**src/rtl/usb_ls_tx_pkg.sv**
```systemverilog
package usb_ls_tx_pkg;

    // Line levels as {dp, dm}
    typedef enum logic [1:0] {
        LN_SE0 = 2'b00,
        LN_J   = 2'b01,
        LN_K   = 2'b10
    } line_e;

    typedef enum logic [2:0] {
        ST_IDLE,
        ST_ARM,
        ST_DATA,
        ST_SE0,
        ST_JEND
    } tx_state_e;

    localparam logic [7:0] SYNC_BYTE = 8'h80;
    localparam int         STUFF_RUN = 6;
    localparam int         RUN_W     = 3;
    localparam int         MIN_BYTES = 2;
    localparam int         SE0_BITS  = 2;

    // NRZI flip between J and K; any other level restarts from J
    function automatic line_e flip_line(input line_e l);
        line_e r;
        unique case (l)
            LN_J:    r = LN_K;
            LN_K:    r = LN_J;
            default: r = LN_J;
        endcase
        return r;
    endfunction

endpackage

```
**src/rtl/usb_ls_tx_timer.sv**
```systemverilog
module usb_ls_tx_timer #(
    parameter int CLKS_PER_BIT = 8
) (
    input  logic clk,
    input  logic rst,
    input  logic run_i,
    output logic tick_o
);
    localparam int TW = $clog2(CLKS_PER_BIT + 1);
    localparam logic [TW-1:0] LAST = TW'(CLKS_PER_BIT - 1);

    logic [TW-1:0] cnt_q;

    always_ff @(posedge clk) begin
        if (rst || !run_i) begin
            cnt_q <= '0;
        end else if (cnt_q == LAST) begin
            cnt_q <= '0;
        end else begin
            cnt_q <= cnt_q + 1'b1;
        end
    end

    assign tick_o = run_i && (cnt_q == LAST);

endmodule

```
**src/rtl/usb_ls_tx_serial.sv**
```systemverilog
module usb_ls_tx_serial
    import usb_ls_tx_pkg::*;
#(
    parameter int CNT_W = 4
) (
    input  logic             clk,
    input  logic             rst,
    input  logic             load_i,
    input  logic [CNT_W-1:0] nbytes_i,
    input  logic             step_i,
    input  logic [7:0]       data_i,
    output logic             req_o,
    output logic             flip_o,
    output logic             eop_o
);
    logic [7:0]       shift_q;
    logic [7:0]       next_q;
    logic [2:0]       bidx_q;
    logic [RUN_W-1:0] ones_q;
    logic [CNT_W-1:0] left_q;
    logic             fin_q;
    logic             req_q;
    logic             stuff_now;

    assign stuff_now = (ones_q == RUN_W'(STUFF_RUN));
    assign flip_o    = stuff_now || !shift_q[0];
    assign eop_o     = fin_q && !stuff_now;
    assign req_o     = req_q;

    always_ff @(posedge clk) begin
        if (rst) begin
            shift_q <= '0;
            next_q  <= '0;
            bidx_q  <= '0;
            ones_q  <= '0;
            left_q  <= '0;
            fin_q   <= 1'b0;
            req_q   <= 1'b0;
        end else begin
            req_q <= 1'b0;
            if (req_q) begin
                next_q <= data_i;
            end
            if (load_i) begin
                shift_q <= SYNC_BYTE;
                bidx_q  <= '0;
                ones_q  <= '0;
                left_q  <= nbytes_i - 1'b1;
                fin_q   <= 1'b0;
                req_q   <= 1'b1;
            end else if (step_i && stuff_now) begin
                ones_q <= '0;
            end else if (step_i && !fin_q) begin
                ones_q <= shift_q[0] ? ones_q + 1'b1 : '0;
                if (bidx_q == 3'd7) begin
                    if (left_q == '0) begin
                        fin_q <= 1'b1;
                    end else begin
                        shift_q <= next_q;
                        bidx_q  <= '0;
                        left_q  <= left_q - 1'b1;
                        req_q   <= (left_q > CNT_W'(1));
                    end
                end else begin
                    shift_q <= shift_q >> 1;
                    bidx_q  <= bidx_q + 1'b1;
                end
            end
        end
    end

endmodule

```
**src/rtl/usb_ls_tx_ctrl.sv**
```systemverilog
module usb_ls_tx_ctrl
    import usb_ls_tx_pkg::*;
#(
    parameter int MAX_BYTES = 12,
    parameter int CNT_W     = 4
) (
    input  logic             clk,
    input  logic             rst,
    input  logic             start_i,
    input  logic [CNT_W-1:0] nbytes_i,
    input  logic             tick_i,
    input  logic             flip_i,
    input  logic             eop_i,
    output logic             load_o,
    output logic             step_o,
    output logic             run_o,
    output logic             dp_o,
    output logic             dm_o,
    output logic             oe_o,
    output logic             busy_o,
    output logic             done_o
);
    tx_state_e st_q;
    line_e     line_q;
    logic      oe_q;
    logic      done_q;
    logic      se0_cnt_q;
    logic      len_ok;

    assign len_ok = (nbytes_i >= CNT_W'(MIN_BYTES)) && (nbytes_i <= CNT_W'(MAX_BYTES));
    assign load_o = (st_q == ST_IDLE) && start_i && len_ok;
    assign step_o = (st_q == ST_ARM) || ((st_q == ST_DATA) && tick_i && !eop_i);
    assign run_o  = (st_q == ST_DATA) || (st_q == ST_SE0) || (st_q == ST_JEND);

    always_ff @(posedge clk) begin
        if (rst) begin
            st_q      <= ST_IDLE;
            line_q    <= LN_SE0;
            oe_q      <= 1'b0;
            done_q    <= 1'b0;
            se0_cnt_q <= 1'b0;
        end else begin
            done_q <= 1'b0;
            unique case (st_q)
                ST_IDLE: begin
                    if (load_o) begin
                        st_q   <= ST_ARM;
                        line_q <= LN_J;
                    end
                end
                ST_ARM: begin
                    st_q   <= ST_DATA;
                    oe_q   <= 1'b1;
                    line_q <= flip_i ? flip_line(line_q) : line_q;
                end
                ST_DATA: begin
                    if (tick_i) begin
                        if (eop_i) begin
                            st_q      <= ST_SE0;
                            line_q    <= LN_SE0;
                            se0_cnt_q <= 1'b0;
                        end else if (flip_i) begin
                            line_q <= flip_line(line_q);
                        end
                    end
                end
                ST_SE0: begin
                    if (tick_i) begin
                        if (se0_cnt_q == 1'(SE0_BITS - 1)) begin
                            st_q   <= ST_JEND;
                            line_q <= LN_J;
                        end else begin
                            se0_cnt_q <= se0_cnt_q + 1'b1;
                        end
                    end
                end
                ST_JEND: begin
                    if (tick_i) begin
                        st_q   <= ST_IDLE;
                        line_q <= LN_SE0;
                        oe_q   <= 1'b0;
                        done_q <= 1'b1;
                    end
                end
                default: st_q <= ST_IDLE;
            endcase
        end
    end

    assign dp_o   = line_q[1];
    assign dm_o   = line_q[0];
    assign oe_o   = oe_q;
    assign busy_o = (st_q != ST_IDLE);
    assign done_o = done_q;

endmodule

```
**src/rtl/usb_ls_tx.sv**
```systemverilog
module usb_ls_tx
    import usb_ls_tx_pkg::*;
#(
    parameter int CLKS_PER_BIT = 8,
    parameter int MAX_BYTES    = 12,
    parameter int CNT_W        = $clog2(MAX_BYTES + 1)
) (
    input  logic             clk,
    input  logic             rst,
    input  logic             start_i,
    input  logic [CNT_W-1:0] nbytes_i,
    input  logic [7:0]       data_i,
    output logic             req_o,
    output logic             dp_o,
    output logic             dm_o,
    output logic             oe_o,
    output logic             busy_o,
    output logic             done_o
);
    logic load, step, run, tick, flip, eop;

    usb_ls_tx_timer #(.CLKS_PER_BIT(CLKS_PER_BIT)) u_timer (
        .clk    (clk),
        .rst    (rst),
        .run_i  (run),
        .tick_o (tick)
    );

    usb_ls_tx_serial #(.CNT_W(CNT_W)) u_serial (
        .clk      (clk),
        .rst      (rst),
        .load_i   (load),
        .nbytes_i (nbytes_i),
        .step_i   (step),
        .data_i   (data_i),
        .req_o    (req_o),
        .flip_o   (flip),
        .eop_o    (eop)
    );

    usb_ls_tx_ctrl #(.MAX_BYTES(MAX_BYTES), .CNT_W(CNT_W)) u_ctrl (
        .clk      (clk),
        .rst      (rst),
        .start_i  (start_i),
        .nbytes_i (nbytes_i),
        .tick_i   (tick),
        .flip_i   (flip),
        .eop_i    (eop),
        .load_o   (load),
        .step_o   (step),
        .run_o    (run),
        .dp_o     (dp_o),
        .dm_o     (dm_o),
        .oe_o     (oe_o),
        .busy_o   (busy_o),
        .done_o   (done_o)
    );

endmodule

```
**config.mk**
```make
export PLATFORM = sky130hd
export DESIGN_NAME = usb_ls_tx
export DESIGN_NICKNAME = d
export VERILOG_FILES = /design/src/rtl/usb_ls_tx_pkg.sv /design/src/rtl/usb_ls_tx_timer.sv /design/src/rtl/usb_ls_tx_serial.sv /design/src/rtl/usb_ls_tx_ctrl.sv /design/src/rtl/usb_ls_tx.sv
export SDC_FILE = /design/constraint.sdc
export NUM_CORES = 1
export LEC_CHECK = 0
export BUFFER_PORTS_ARGS = -buffer_cell sky130_fd_sc_hd__buf_2
export CAP_MARGIN = 20
export CORE_MARGIN = 1.5
export CORE_UTILIZATION = 52
export CTS_CLUSTER_SIZE = 40
export DETAILED_ROUTE_END_ITERATION = 10
export PLACE_DENSITY = 0.83
export SYNTH_ARGS = -nofsm -noshare
export SYNTH_HDL_FRONTEND = slang
export SYNTH_SLANG_ARGS = --single-unit
```
**constraint.sdc**
```tcl
create_clock -name clk -period 2.09 [get_ports clk]
set_clock_uncertainty 0.1 [all_clocks]
set_input_delay 0.418 -clock clk [delete_from_list [all_inputs] [get_ports clk]]
set_output_delay 0.418 -clock clk [all_outputs]
set_load 0.01 [all_outputs]
```
Yosys cells after proc, flatten, opt, wreduce, memory -nomap -nowiden
Cells that the tools add are included.

Register bits after elaboration: 40.

Add/subtract/negate cells: 6. Magnitude comparators: 3. Eq/ne operators: 18. Muxes and demuxes: 42. Bitwise operators: 2. Reduce and logical (&&, ||, !) cells: 39.

Operators by type and width (count): two-way mux 8 bit (5); two-way mux 3 bit (9); two-way mux 4 bit (5); two-way mux 2 bit (8); one-hot mux 3 bit (5 select lines) (1); AND reduction 4 bit (3); AND reduction 6 bit (2); two-way mux 1 bit (11); != test 2 x 1 -> 1 bit (second input constant) (5); one-hot mux 2 bit (5 select lines) (1); equality test 3 bit (second input constant) (3); logical AND 1 bit (9); != test 2 bit (second input constant) (4); nonzero test 2 bit (4); subtractor 4 x 1 -> 4 bit (second input constant) (2); adder 3 x 1 -> 3 bit (second input constant) (2); equality test 3 x 2 -> 1 bit (second input constant) (2); AND reduction 3 bit (2); OR reduction 2 bit (3); zero test 1 bit (5); logical OR 1 bit (5); nonzero test 5 bit (1); adder 4 x 1 -> 4 bit (second input constant) (1); equality test 4 x 3 -> 1 bit (second input constant) (1); 14 further kinds (16).

Logic depth before layout (Yosys ltp)
Word-level depth: 11. Gate-level depth with buffers: 9. Mapped depth without buffers: 7.

Modules after synthesis
Synthesis repeated with hierarchy kept, for this count alone.

Cells, all modules: 239. Area, all modules: 2165.8 um^2.

Modules (own cells, without submodules): usb_ls_tx_serial (instances 1, cells each 150, area each 1407.6 um^2, sequential area each 560.5 um^2); usb_ls_tx_ctrl (instances 1, cells each 72, area each 591.8 um^2, sequential area each 160.2 um^2); usb_ls_tx_timer (instances 1, cells each 17, area each 166.4 um^2, sequential area each 80.1 um^2).

Least setup slack after synthesis
OpenSTA, ideal clock, no wires.

Path kind: reg2reg. From: reg u_serial.left_q[0]. To: reg u_serial.shift_q[6]. Library setup time: 79 ps. Arrival: 1819 ps. Required time: 1911 ps. Path slack: 91 ps. Stages on the path, launching flop included: 10. Clock period less this slack: 1999 ps. Path through: dfxtp_1 > inv_1 > ha_1 > nor3b_2 > a2111oi_1 > and2_1 > buf_4 > buf_6 > nor2_1 > a211oi_2.

Word-level cells in the longest chain between the ends: 3.

RTL lines: from (decl) (RTL line usb_ls_tx_serial.sv:20) `logic [CNT_W-1:0] left_q;`; from (signal assigned) (RTL line usb_ls_tx_serial.sv:48) `left_q <= nbytes_i - 1'b1;`; from (signal assigned) (RTL line usb_ls_tx_serial.sv:61) `left_q <= left_q - 1'b1;`; zero test 4 bit (RTL line usb_ls_tx_serial.sv:56) `if (left_q == '0) begin`; != test 2 bit (no source line); AND reduction 3 bit (no source line); to (signal assigned) (RTL line usb_ls_tx_serial.sv:59) `shift_q <= next_q;`; to (signal assigned) (RTL line usb_ls_tx_serial.sv:65) `shift_q <= shift_q >> 1;`; to (decl) (RTL line usb_ls_tx_serial.sv:16) `logic [7:0] shift_q;`.

Every way passes these cells. A chain may end at the register's enable or synchronous reset.

Worst setup path in the final report
From: reg u_serial.left_q[1]. To: reg u_serial.shift_q[3].

Same word-level chain as after synthesis.

==> impl_summary.txt <==
----------------------------------------------------
[CTS]
  Number of buffers inserted for hold repair after clock tree synthesis ... 0
  Skew-Pair Late Insertion Delay ... between 0.2 and 0.3 ns
  Count of H-tree levels built during CTS ... 2
  Clk sinks ... 40
  Clock tree from TritonCTS ... yes
  Post-CTS clock slew at the launch and capture registers of the worst setup and hold paths ... roughly 0.080 ns
  Buffer depth of the longest clock path ... 2
  Clk root buf ... sky130_fd_sc_hd__clkbuf_8
  Number of buffers created by CTS ... 5

[Setup path]
  Critical path's top delay family ... compound AO/OA/AOI/OAI gates
  Setup crit start kind ... register
  Cells along the critical path ... inv_1 > ha_1 > nor3b_2 > a2111oi_4 > and2_4 > buf_4 > nor2_1 > a211oi_2
  Biggest fanout along the worst timing path ... 9
  Critical-path top delay cell ... sky130_fd_sc_hd__a2111oi_4
  Logic depth of the worst setup path including buffers ... 8
  Number of cell instances on the worst register-to-register path ... 8
  Worst EP required ... around 2.2 ns
  Crit path DAT ... between 2 and 2.5 ns
  Slowest Stage Delay on Critical Path ... approximately 0.38 ns
  Critical Setup Path Class ... register to register
  Crit path buf inv count ... 2
  CP Capture Type ... register

[Synth]
  Unique cell type count in the Yosys netlist ... between 50 and 60
  Post-synthesis sequential area ratio ... approximately two fifths
  Mapped Nets ... around 260
  EDFF count, synth ... 0
  Synthesized instance count ... around 230
  Summed instance area of the synthesized netlist ... 2090 µm²
  Flip-flop cell with the highest count after synthesis ... sky130_fd_sc_hd__dfxtp_1
  Synthesis warning total ... 0
  Register bit count reported by yosys ... 40
  Post-Synthesis Mean Instance Area ... about 9.0 µm²
  FFs w/ async S/R, synth ... 0%

[Timing]
  Post-route clock period utilization ... a little over nine tenths
  Setup-violating endpoint count in the final report ... 0
  Max-slew violation count ... 0
  Hold WS ... ~0.25 ns
  Slew margin rel. ... 68.0%
  Post-route setup TNS ... 0 ns
  Slew of the pin with the lowest slew margin ... 0.473 ns
  Worst-case setup margin in the final layout ... 0.0868 ns
  Hold Vio Cnt, Final ... 0
  Max frequency ... between 400 and 500 MHz
  Min Clock Period, post-route ... approximately 2.0 ns

[Floorplanning]
  Die span in x ... around 66 µm
  Starting density of the core ... a little under three fifths
  Floorplan row count ... 22
  Boundary pin count ... 21
  Core region area ... about 3800 µm²
  Full die area ... roughly 4400 µm²
  Vertical die dimension ... ~66 µm

[Cells and area]
  Number of inserted filler cells in the final layout ... between 300 and 400
  Multi-input combinational cell area ... 1210 µm²
  Post-layout nets ... ~290
  FF+latch area ... around 800 µm²
  Count of antenna diodes in the layout ... 0
  Fraction of final layout cells sized beyond drive strength 1 ... 22.1%
  Layout Area Growth over Synthesis ... 16.4%

[Route]
  First-pass DRT Iterations ... 5
  Detail-routed net length per standard cell ... 14.1 µm
  Vias after detailed routing ... around 1.8k
  ANT nets after route ... 0
  1st-iter DRT viols ... about 110
  Per-cell via count in the routed design ... about 5.7
  Total length of routed wires ... roughly 4400 µm
  DR DRC count ... 0

[Status]
  Status ... finished clean

[Power and ir drop]
  Total power per unit cell area ... about 670 nW/µm²
  Leakage power total ... between 0.9 and 1 nW
  VDD IR-drop max ... 0.455 mV

[Place]
  Last weighted congestion value of the routability-driven placer ... about 0.81
  Total half-perimeter wirelength after legalization and detailed placement ... ~3100 µm
  Number of buffer cells added on primary ports ... 20
  Post-placement setup slack ... -0.0495 ns

[Global route]
  Initial antenna violation count ... 0
  Via count of the first global-routing pass ... ~1.7k
  Final global-route overflow total ... 0
  Maximum number of pins on one net before global-route repair ... 21
  Overall routing resource usage ... 22.8%
  First-pass GRT wire length ... between 7000 and 8000 µm

[Hold path]
  Kind of path behind the tightest hold check ... primary input to register
  Hold path cells ... 3

[Run]
  Number of maximum-capacitance violations ... 0

----------------------------------------------------
-- Yosys cell counts (5+ instances only) --
cell type	instances	area [µm²]
sky130_fd_sc_hd__nor3_1	5	25.0
sky130_fd_sc_hd__mux2i_1	15	150
sky130_fd_sc_hd__clkbuf_1	7	26.3
sky130_fd_sc_hd__nand2_1	10	37.5
sky130_fd_sc_hd__a211oi_1	10	75.1
sky130_fd_sc_hd__nor2_1	33	124
sky130_fd_sc_hd__xor2_1	5	43.8
sky130_fd_sc_hd__nand3_1	9	45.0
sky130_fd_sc_hd__ha_1	10	125
sky130_fd_sc_hd__o21ai_0	6	30.0
sky130_fd_sc_hd__inv_1	9	33.8
sky130_fd_sc_hd__a21oi_1	10	50.1
sky130_fd_sc_hd__dfxtp_1	40	801
-- state kept, by name, summed over array words and instances, names as in the netlist --
register          count
u_ctrl.done_o         1
u_ctrl.line_q         2
u_ctrl.oe_o           1
u_ctrl.se0_cnt_q      1
u_ctrl.st_q           3
u_serial.bidx_q       3
u_serial.fin_q        1
u_serial.left_q       4
u_serial.next_q       8
u_serial.ones_q       3
u_serial.req_o        1
u_serial.shift_q      8
u_timer.cnt_q         4
-- kinds of logic after synthesis --
family | count (synthesis) | share of synthesized area (%)
muxes | 15 | 7.17
buffers and inverters | 22 | 5.32
AOI/OAI and AO/OA | 52 | 18.2
xor gates and xnor gates | 8 | 3.35
adders and majority gates | 10 | 5.97
DFF | 40 | 38.2
and+or+nand+nor | 87 | 21.7
-- worst min-delay path: stages --
cell	delay, ns
sky130_fd_sc_hd__buf_2	0.07
sky130_fd_sc_hd__mux2i_1	0.05
sky130_fd_sc_hd__nor2_1	0.07
-- what timing repair did --
action                                  CTS  global route
endpoints found under the hold margin     0             0
buffers inserted                          0             1
gates resized for setup                   1             5
endpoints found under the setup margin    8            11
gates cloned                              0             0
pin swaps                                 0             1
-- power breakdown --
group	leakage, nW	internal, mW	switching (mW)	total, mW
combinational	0.578	0.118	0.144	0.262
sequential	0.326	0.798	0.0272	0.825
clock	0.0434	0.267	0.283	0.550
-- path summary, 6_finish.rpt --
| kind | slack, ns | start | end |
|---|---|---|---|
| setup / recovery | 0.09 | u_serial.left_q[1]$_SDFFE_PP0P_ | u_serial.shift_q[3]$_SDFFE_PP0P_ |
| hold / removal | 0.25 | data_i[1] | u_serial.next_q[1]$_SDFFE_PP0P_ |
| setup reg to reg | 0.09 | u_serial.left_q[1]$_SDFFE_PP0P_ | u_serial.shift_q[3]$_SDFFE_PP0P_ |
| hold reg to reg | 0.35 | u_timer.cnt_q[0]$_SDFF_PP0_ | u_timer.cnt_q[0]$_SDFF_PP0_ |
-- metal layers --
layer	wire (µm)	part of all wire (%)	global-route usage, %	up-vias
met5	0	0	0	-
met4	53	1.2	9.18	0
met3	152	3.4	5.07	6
met2	2150	49	36.3	35
met1	2070	47	30.0	862
li1	-	-	-	902
-- cell usage in the layout, fill, tap and decap left out, drive strengths merged, types with 5 or more instances in the layout --
master,synthesis,routed
xor2,5,5
buf,6,38
a21oi,11,11
clkbuf,7,6
ha,10,10
nand2,10,10
nand3,9,9
o21ai,7,7
nor3,5,5
nor2,33,33
a211oi,11,11
inv,9,9
dfxtp,40,40
mux2i,15,15
-- per-stage QoR --
step,area (µm²),total power [mW],cells,util [%]
final,2440,1.64,315,64.6
after global routing,2440,1.71,315,64.6
after CTS,2410,1.63,314,63.8
after detailed placement,2300,1.09,306,61.1
after global placement,2300,1.08,306,61.1
after floorplan,2090,1.02,234,-
-- layout make-up --
type,instances,share of cell area (%)
Timing Repair Buffer,38,9.65
Sequential cell,40,33.0
Multi-Input combinational cell,172,49.5
Inverter,9,1.39
Clock buffer,6,3.39
Tap cell,48,2.46
Clock inverter,2,0.616
Power figures use the tool's default switching activity.
